`src/rtl/agu_pkg.sv`:
```
// Package: shared mode encoding and defaults for the pointer-bank
// address generator. Assumes nothing beyond IEEE 1800-2017.
package agu_pkg;

    typedef enum logic {
        AM_IMMEDIATE = 1'b0,
        AM_POINTER   = 1'b1
    } agu_mode_e;

    localparam int unsigned AGU_DEF_PTRS   = 8;
    localparam int unsigned AGU_DEF_ADDR_W = 16;

endpackage

```
`src/rtl/agu_wrap_add.sv`:
```
// agu_wrap_add: combinational circular-window adder.
// Computes base + ((ptr - base + step) mod len) for a nonzero len, or a
// plain ptr + step when len is 0. Assumes step < len and that ptr lies
// inside [base, base+len) whenever len is nonzero.
module agu_wrap_add #(
    parameter int unsigned ADDR_W = 16
) (
    input  logic [ADDR_W-1:0] ptr_i,
    input  logic [ADDR_W-1:0] base_i,
    input  logic [ADDR_W-1:0] len_i,
    input  logic [ADDR_W-1:0] step_i,
    output logic [ADDR_W-1:0] nxt_o
);

    localparam int unsigned SUM_W = ADDR_W + 1;

    logic [ADDR_W-1:0] offset;
    logic [SUM_W-1:0]  raw_sum;
    logic [SUM_W-1:0]  folded;
    logic              over;

    // Offset within the window and the unfolded sum, one bit wider
    always_comb begin
        offset  = ptr_i - base_i;
        raw_sum = {1'b0, offset} + {1'b0, step_i};
        over    = (raw_sum >= {1'b0, len_i});
        folded  = over ? (raw_sum - {1'b0, len_i}) : raw_sum;
    end

    // Pick the linear or windowed result
    always_comb begin
        if (len_i == '0) begin
            nxt_o = ptr_i + step_i;
        end else begin
            nxt_o = base_i + folded[ADDR_W-1:0];
        end
    end

endmodule

```
`src/rtl/agu_ptr_bank.sv`:
```
// agu_ptr_bank: NUM_PTRS entries of {pointer, base, length}.
// A load writes all three fields of one entry. An increment writes only
// the pointer of one entry, taking the value computed outside. A load
// wins over an increment of the same entry. Synchronous active-low reset.
module agu_ptr_bank #(
    parameter int unsigned NUM_PTRS = 8,
    parameter int unsigned ADDR_W   = 16,
    localparam int unsigned SEL_W   = $clog2(NUM_PTRS)
) (
    input  logic                           clk,
    input  logic                           rst_n,
    input  logic                           ld_en_i,
    input  logic [SEL_W-1:0]               ld_sel_i,
    input  logic [ADDR_W-1:0]              ld_ptr_i,
    input  logic [ADDR_W-1:0]              ld_base_i,
    input  logic [ADDR_W-1:0]              ld_len_i,
    input  logic                           inc_en_i,
    input  logic [SEL_W-1:0]               inc_sel_i,
    input  logic [ADDR_W-1:0]              inc_val_i,
    output logic [NUM_PTRS-1:0][ADDR_W-1:0] ptr_o,
    output logic [NUM_PTRS-1:0][ADDR_W-1:0] base_o,
    output logic [NUM_PTRS-1:0][ADDR_W-1:0] len_o
);

    for (genvar g = 0; g < NUM_PTRS; g++) begin : g_entry
        logic hit_ld;
        logic hit_inc;

        // Decode which write port addresses this entry
        always_comb begin
            hit_ld  = ld_en_i  && (ld_sel_i  == SEL_W'(g));
            hit_inc = inc_en_i && (inc_sel_i == SEL_W'(g));
        end

        // Pointer register: load first, then increment
        always_ff @(posedge clk) begin
            if (!rst_n) begin
                ptr_o[g] <= '0;
            end else if (hit_ld) begin
                ptr_o[g] <= ld_ptr_i;
            end else if (hit_inc) begin
                ptr_o[g] <= inc_val_i;
            end
        end

        // Window base and length registers, written only by a load
        always_ff @(posedge clk) begin
            if (!rst_n) begin
                base_o[g] <= '0;
                len_o[g]  <= '0;
            end else if (hit_ld) begin
                base_o[g] <= ld_base_i;
                len_o[g]  <= ld_len_i;
            end
        end
    end

endmodule

```
`src/rtl/agu_addr_out.sv`:
```
// agu_addr_out: chooses the immediate or the selected pointer and
// registers the address with its valid flag. It reads the bank before
// the edge, so a same-cycle update is not seen. Synchronous active-low reset.
module agu_addr_out
    import agu_pkg::*;
#(
    parameter int unsigned NUM_PTRS = 8,
    parameter int unsigned ADDR_W   = 16,
    localparam int unsigned SEL_W   = $clog2(NUM_PTRS)
) (
    input  logic                            clk,
    input  logic                            rst_n,
    input  logic                            acc_en_i,
    input  agu_mode_e                       acc_mode_i,
    input  logic [SEL_W-1:0]                acc_sel_i,
    input  logic [ADDR_W-1:0]               acc_imm_i,
    input  logic [NUM_PTRS-1:0][ADDR_W-1:0] ptr_i,
    output logic [ADDR_W-1:0]               addr_o,
    output logic                            addr_vld_o
);

    logic [ADDR_W-1:0] addr_d;

    // Source select between the immediate and the pointer
    always_comb begin
        addr_d = (acc_mode_i == AM_POINTER) ? ptr_i[acc_sel_i] : acc_imm_i;
    end

    // Output register, updated only when a request is present
    always_ff @(posedge clk) begin
        if (!rst_n) begin
            addr_o     <= '0;
            addr_vld_o <= 1'b0;
        end else begin
            addr_vld_o <= acc_en_i;
            if (acc_en_i) begin
                addr_o <= addr_d;
            end
        end
    end

endmodule

```
`src/rtl/agu_ptr_gen.sv`:
```
// agu_ptr_gen: top of the pointer-bank address generator.
// One shared windowed adder serves the single increment port. The bank
// stores the entries and the output stage issues the address. Assumes the
// increment step is below the window length of the targeted pointer.
module agu_ptr_gen
    import agu_pkg::*;
#(
    parameter int unsigned NUM_PTRS = AGU_DEF_PTRS,
    parameter int unsigned ADDR_W   = AGU_DEF_ADDR_W,
    localparam int unsigned SEL_W   = $clog2(NUM_PTRS)
) (
    input  logic              clk,
    input  logic              rst_n,
    input  logic              acc_en_i,
    input  logic              acc_mode_i,
    input  logic [SEL_W-1:0]  acc_sel_i,
    input  logic [ADDR_W-1:0] acc_imm_i,
    input  logic              inc_en_i,
    input  logic [SEL_W-1:0]  inc_sel_i,
    input  logic [ADDR_W-1:0] inc_step_i,
    input  logic              ld_en_i,
    input  logic [SEL_W-1:0]  ld_sel_i,
    input  logic [ADDR_W-1:0] ld_ptr_i,
    input  logic [ADDR_W-1:0] ld_base_i,
    input  logic [ADDR_W-1:0] ld_len_i,
    output logic [ADDR_W-1:0] addr_o,
    output logic              addr_vld_o
);

    logic [NUM_PTRS-1:0][ADDR_W-1:0] ptr_vec;
    logic [NUM_PTRS-1:0][ADDR_W-1:0] base_vec;
    logic [NUM_PTRS-1:0][ADDR_W-1:0] len_vec;
    logic [ADDR_W-1:0]               inc_val;
    agu_mode_e                       mode_e;

    // Cast the raw mode pin onto the package encoding
    always_comb begin
        mode_e = agu_mode_e'(acc_mode_i);
    end

    agu_wrap_add #(
        .ADDR_W (ADDR_W)
    ) u_wrap (
        .ptr_i  (ptr_vec[inc_sel_i]),
        .base_i (base_vec[inc_sel_i]),
        .len_i  (len_vec[inc_sel_i]),
        .step_i (inc_step_i),
        .nxt_o  (inc_val)
    );

    agu_ptr_bank #(
        .NUM_PTRS (NUM_PTRS),
        .ADDR_W   (ADDR_W)
    ) u_bank (
        .clk       (clk),
        .rst_n     (rst_n),
        .ld_en_i   (ld_en_i),
        .ld_sel_i  (ld_sel_i),
        .ld_ptr_i  (ld_ptr_i),
        .ld_base_i (ld_base_i),
        .ld_len_i  (ld_len_i),
        .inc_en_i  (inc_en_i),
        .inc_sel_i (inc_sel_i),
        .inc_val_i (inc_val),
        .ptr_o     (ptr_vec),
        .base_o    (base_vec),
        .len_o     (len_vec)
    );

    agu_addr_out #(
        .NUM_PTRS (NUM_PTRS),
        .ADDR_W   (ADDR_W)
    ) u_out (
        .clk        (clk),
        .rst_n      (rst_n),
        .acc_en_i   (acc_en_i),
        .acc_mode_i (mode_e),
        .acc_sel_i  (acc_sel_i),
        .acc_imm_i  (acc_imm_i),
        .ptr_i      (ptr_vec),
        .addr_o     (addr_o),
        .addr_vld_o (addr_vld_o)
    );

endmodule

```
`config.mk`:
```
export PLATFORM = sky130hd
export DESIGN_NAME = agu_ptr_gen
export DESIGN_NICKNAME = d
export VERILOG_FILES = /design/src/rtl/agu_pkg.sv /design/src/rtl/agu_wrap_add.sv /design/src/rtl/agu_ptr_bank.sv /design/src/rtl/agu_addr_out.sv /design/src/rtl/agu_ptr_gen.sv
export SDC_FILE = /design/constraint.sdc
export NUM_CORES = 1
export LEC_CHECK = 0
export BUFFER_PORTS_ARGS = -buffer_cell sky130_fd_sc_hd__buf_2
export CAP_MARGIN = 20
export CORE_UTILIZATION = 55
export CTS_CLUSTER_DIAMETER = 200
export CTS_CLUSTER_SIZE = 28
export DETAILED_ROUTE_END_ITERATION = 8
export PLACE_DENSITY = 0.76
export SYNTH_ARGS = -nofsm -noshare
export SYNTH_HDL_FRONTEND = slang
export SYNTH_SLANG_ARGS = --single-unit
```
`constraint.sdc`:
```
create_clock -name clk -period 30.3 [get_ports clk]
set_clock_uncertainty 0.1 [all_clocks]
set_input_delay 4.545 -clock clk [delete_from_list [all_inputs] [get_ports clk]]
set_output_delay 4.545 -clock clk [all_outputs]
set_load 0.1 [all_outputs]
```
## Word-level counts from Yosys, hierarchy flattened

Cells that the tools add are included.

- Add/sub/neg operators: 5
- Order comparisons: 3
- Equality and inequality tests: 14
- Multiplexer cells: 27
- Reduce and logical (&&, ||, !) cells: 27

Operators with widths:

| kind | count |
|---|---|
| $mux 16 | 23 |
| $bmux 16 s3 | 4 |
| $add 16x16->16 | 2 |
| $sub 16x16->16 | 2 |
| $eq 3x3->1 const B | 8 |
| $add 16x16->17 | 1 |
| $ge 17x16->1 | 1 |
| $logic_and 1x1->1 | 16 |
| $logic_not 16->1 | 1 |
| $reduce_bool 2->1 | 8 |
| $eq 3x2->1 const B | 4 |
| $lt 3x4->1 const B | 2 |
| $eq 3x1->1 const B | 2 |
| $logic_not 3->1 | 2 |

- Flip-flop bits (word level): 401
- Bits of input ports: 95
- Output and inout port bits: 17
- Word-level logic and storage cells: 102

## Depth between registers and ports, before layout

- Depth after elaboration: 10
- Mapped depth: 46
- Mapped depth without buffers: 39

## Cells and area by module

Synthesis repeated with hierarchy kept, for this count alone.

- Cell total of the unflattened synthesis: 2830
- Area, all modules: 24325.8 um2

By module, submodules not included:

| module | times used | cells an instance | area an instance (um2) | seq. area each (um2) |
|---|---|---|---|---|
| agu_ptr_bank | 1 | 1905 | 15527.4 | 7687.4 |
| agu_wrap_add | 1 | 551 | 3817.4 | 0.0 |
| agu_ptr_gen | 1 | 171 | 3069.2 | 0.0 |
| agu_addr_out | 1 | 203 | 1911.8 | 340.3 |

## Worst setup path before layout

No wires, ideal clock.

- Path type: input port to flip-flop
- From: in inc_sel_i[0]
- To: reg u_bank.ptr_o[30] in the netlist's numbering
- Library setup time: 134 ps
- Data arrival time: 13826 ps
- Required time: 30066 ps
- Setup slack: 16240 ps
- Stages on the path: 46
- Path buffers: 7
- Path through: buf_6 > buf_2 > buf_2 > buf_2 > buf_1 > buf_1 > mux4_2 > mux2i_1 > ha_1 > inv_1 > fa_1 > a21o_1 > a21oi_1 > o21bai_1 > a21oi_1 > o21bai_1 > a211o_1 > a2111oi_0 > [... 10 more ...] > o21bai_1 > o41ai_2 > nand2_1 > clkbuf_1 > nor2_1 > a21oi_1 > ha_1 > fa_1 > a21o_1 > a21oi_1 > o21ai_0 > a31oi_1 > o211ai_1 > a31oi_1 > xor2_1 > nor2_1 > o21ai_1 > o21ai_0

- Longest elaborated chain between the ends: 10
- Elaborated cells on any way between the ends: 20
- Classes of those cells: add/sub (5); order compare (1); eq/ne (1); mux (10); reduce/logical (3)

Ends and longest elaborated chain:

| element | RTL line | source |
|---|---|---|
| start: declaration | agu_ptr_gen.sv:19 | `input logic [SEL_W-1:0] inc_sel_i,` |
| $bmux 16 s3, on equally long branches | agu_ptr_gen.sv:44, agu_ptr_gen.sv:45 |  |
| $mux 16, on equally long branches | agu_ptr_gen.sv:44, agu_ptr_gen.sv:45 |  |
| $sub 16x16->16 | agu_wrap_add.sv:24 | `offset = ptr_i - base_i;` |
| $add 16x16->17 | agu_wrap_add.sv:25 | `raw_sum = {1'b0, offset} + {1'b0, step_i};` |
| $sub 16x16->16 or $ge 17x16->1 (tied branches) | agu_wrap_add.sv:27, agu_wrap_add.sv:26 |  |
| $mux 16 | agu_wrap_add.sv:27 | `folded = over ? (raw_sum - {1'b0, len_i}) : raw_sum;` |
| $add 16x16->16 | agu_wrap_add.sv:35 | `nxt_o = base_i + folded[ADDR_W-1:0];` |
| $mux 16 | agu_wrap_add.sv:32 | `if (len_i == '0) begin` |
| $mux 16 | agu_ptr_bank.sv:41 | `end else if (hit_inc) begin` |
| $mux 16 | agu_ptr_bank.sv:39 | `end else if (hit_ld) begin` |
| end signal: indexed assignment | agu_ptr_bank.sv:40 | `ptr_o[g] <= ld_ptr_i;` |
| end signal: indexed assignment | agu_ptr_bank.sv:42 | `ptr_o[g] <= inc_val_i;` |
| end: declaration | agu_ptr_bank.sv:20 | `output logic [NUM_PTRS-1:0][ADDR_W-1:0] ptr_o,` |

Parallel ways exist; a longest one is shown, timed or not. The select of a mux whose other input is x is not followed.
A chain may end at the register's enable or synchronous reset.

## Final worst setup path

- From: in inc_sel_i[1]
- To: reg u_bank.ptr_o[46] in the netlist's numbering

Same word-level chain as after synthesis.

==> results.py <==
metrics = {
    "run_status": {
        "outcome": "completed",
    },
    "floorplan": {
        "die_h_um": 209,
        "ios": 112,
        "die_w_um": 209,
        "std_cell_rows": 75,
        "die_area_um2": 43900,
        "core_area_um2": 42200,
        "initial_utilization_pct": 56.1,
    },
    "logic_synthesis": {
        "yosys.area.top_type_share_pct": 33.9,
        "syn_area_um2": 23700,
        "synth.avg_cell_area_um2": 8.56,
        "async_flop_share_pct": 0,
        "yosysSeqAreaShare_pct": 33.9,
        "synthFlopType": "dfxtp_1",
        "synth_warnings": 0,
        "synth.most_common_cell": "nand2_1",
        "synthTopCellsByCount": "nand2_1 (602), dfxtp_1 (401), a21boi_0 (245), nor2_1 (173), a21oi_1 (169)",
        "synth_area_leaders": "dfxtp_1 (34%), mux4_2 (9.9%), nand2_1 (9.5%)",
        "ys_types": 65,
        "yosysTopAreaCell": "dfxtp_1",
        "synth-seq-cells": 401,
        "synth_edf_count": 0,
        "synth_cells": 2766,
        "syn_nets": 2947,
    },
    "placed_design": {
        "gp_congestion": 0.991,
        "post_dp_cell_area_um2": 24200,
        "hpwl_um": 46800,
        "dp_cells": 3211,
        "port_buffers": 111,
    },
    "timing": {
        "worst_pin_slew_ns": 1.19,
        "finalHoldViolations": 0,
        "fmax_ghz": 0.0641,
        "relSlewSlack_pct": 20.5,
        "tns_ns": 0,
        "setup_viol": 0,
        "slew_viol_final": 0,
        "rsz0062_at_grt": "false",
        "min_period_ns": 15.61,
        "min_period_over_period_pct": 51.5,
    },
    "critical_path": {
        "cp_data_arrival_time_ns": 15.95,
        "cpMaxStageDelayCell": "buf_4",
        "worstSetupPathType": "in2reg",
        "ff2ff_setup_slack_ns": 20.14,
        "end_kind": "flip-flop",
        "slowest_delay_ns": 0.71,
        "required_ns": 30.64,
        "path_max_fanout": 47,
        "cp-start-kind": "input pin",
        "path_common_cell": "a21oi_1",
    },
    "final_layout": {
        "fin_area_um2": 24800,
        "final_core_util_pct": 58.6,
        "fill_cells": 3783,
        "final_nets": 2874,
        "area_delta_synth_final_pct": 4.56,
        "fin_cells": 3238,
        "drive_above_1_share_pct": 12.3,
    },
    "grt": {
        "grt_pass1_wl_um": 114000,
        "antenna_found_initial": 4,
        "overflow": 0,
        "grt_pass1_vias": 20100,
        "grt_usage_pct": 33.3,
        "grt_start_max_net_pins": 106,
    },
    "cts": {
        "cts_setup_buffers": 0,
        "htreeDepth": 1,
        "clock_latency_ns": 0.57,
        "post_cts_resized": 0,
        "clk_pin_slew_ns": 0.12,
        "clock-root-buffer": "clkbuf_16",
        "cts_buffers": 18,
        "ctsHoldBuffers": 0,
        "cts_tree": "done",
        "cts_buffer_depth": 3,
        "cts_sinks": 401,
    },
    "route": {
        "drt_iter0_drc": 2409,
        "wirelength_um": 74200,
        "ant_nets": 0,
        "drc": 0,
        "drt-pass1-iter-count": 6,
        "wl_per_cell_um": 22.9,
        "vias": 21000,
        "vias_per_cell": 6.47,
    },
    "power_and_ir_drop": {
        "p_leak_nw": 9.15,
        "vdd_ir_drop_max_uv": 104,
        "power_density_nw_per_um2": 99.3,
    },
    "worst_hold_path": {
        "min_path_type": "reg2reg",
    },
    "job": {
        "maxCapViolCount": 0,
    },
}
## routing by layer
layer / share of wire (%) / global-route usage, % / vias to the layer above
li1: - / - / 9563
met1: 41 / 45.5 / 10100
met2: 46 / 53.4 / 1075
met3: 9.2 / 4.31 / 177
met4: 3.7 / 13.5 / 0
met5: 0 / 0 / -
## cell families after synthesis
| logic type | after synthesis | share of synthesized area (%) |
|---|---|---|
| DFF | 401 | 33.9 |
| adders and majority gates | 86 | 4.70 |
| and+or+nand+nor | 957 | 16.9 |
| muxes | 217 | 14.9 |
| xor gates and xnor gates | 60 | 2.22 |
| AOI/OAI and AO/OA | 757 | 22.1 |
| buffers and inverters | 288 | 5.25 |
## layout by cell type, fill, tap and decap left out, types with 10 or more instances in the layout
master     count
mux4_2       104
o221ai_1      18
inv_1         45
and2_1        11
o31ai_1       10
buf_2        107
a32oi_1       16
nor2b_1       91
o22ai_1       22
a41oi_1       10
nor3_1        15
o211ai_1      27
xnor2_1       44
nand3_1       18
a211oi_1      61
nand2_1      599
a21o_1        24
a21boi_0     245
mux2i_1       79
ha_1          81
nor2_1       167
a21oi_1      169
nand2b_1      16
clkbuf_16     19
xor2_1        16
o211a_1       14
mux2_2        28
dfxtp_1      401
buf_4         38
o21a_1        10
o21ai_0       64
## layout make-up
| class | instances | area [um^2] | share of cell area [%] |
|---|---|---|---|
| Inverter | 47 | 176 | 0.713 |
| Tap cell | 539 | 674 | 2.72 |
| Timing Repair Buffer | 148 | 861 | 3.48 |
| Multi-Input combinational cell | 2077 | 14500 | 58.6 |
| Clock inverter | 1 | 20.0 | 0.0809 |
| Sequential cell | 401 | 8030 | 32.4 |
| Clock buffer | 19 | 475 | 1.92 |
| Antenna cell | 6 | 15.0 | 0.0607 |
## worst max-delay path: cells and delay by family
kind | cells | cell delay (ns)
AND/OR/NAND/NOR | 5 | 1.17
adder cells (fa/ha/maj) | 6 | 1.99
XOR/XNOR | 2 | 0.33
AO/OA/AOI/OAI | 21 | 5.04
buffers and inverters | 4 | 1.81
multiplexers | 3 | 1.00
## worst paths after layout
path / start / to / cells past startpoint
hold / removal: u_bank.len_o[0] / u_bank.len_o[0] / 2
setup / recovery: inc_sel_i[1] / u_bank.ptr_o[46] / 41
setup reg to reg: u_bank.base_o[113] / u_bank.ptr_o[46] / 38
hold reg to reg: u_bank.len_o[0] / u_bank.len_o[0] / 2
## through the flow
stage | worst slack [ns] | total power [W] | hold slack (ns)
3_3_place_gp | 14.58 | 0.00211 | 0.338
4_1_cts | 14.93 | 0.00243 | 0.362
2_1_floorplan | 16.24 | 0.00175 | 0.332
5_1_grt | 13.90 | 0.00261 | 0.386
3_5_place_dp | 14.40 | 0.00213 | 0.347
6_report | 14.69 | 0.00246 | 0.364
## report_power, final
part           switching [W]  internal [W]  leakage, nW  total, W
sequential         0.0000241      0.000561         3.25  0.000585
combinational        0.00102      0.000566         5.65   0.00158
clock               0.000175      0.000115        0.244  0.000290
## registers in the layout, indices dropped and copies added (netlist names)
register	flops
u_out.addr_o	16
u_bank.base_o	128
u_out.addr_vld_o	1
u_bank.ptr_o	128
u_bank.len_o	128
(Power assumes the default switching activity.)
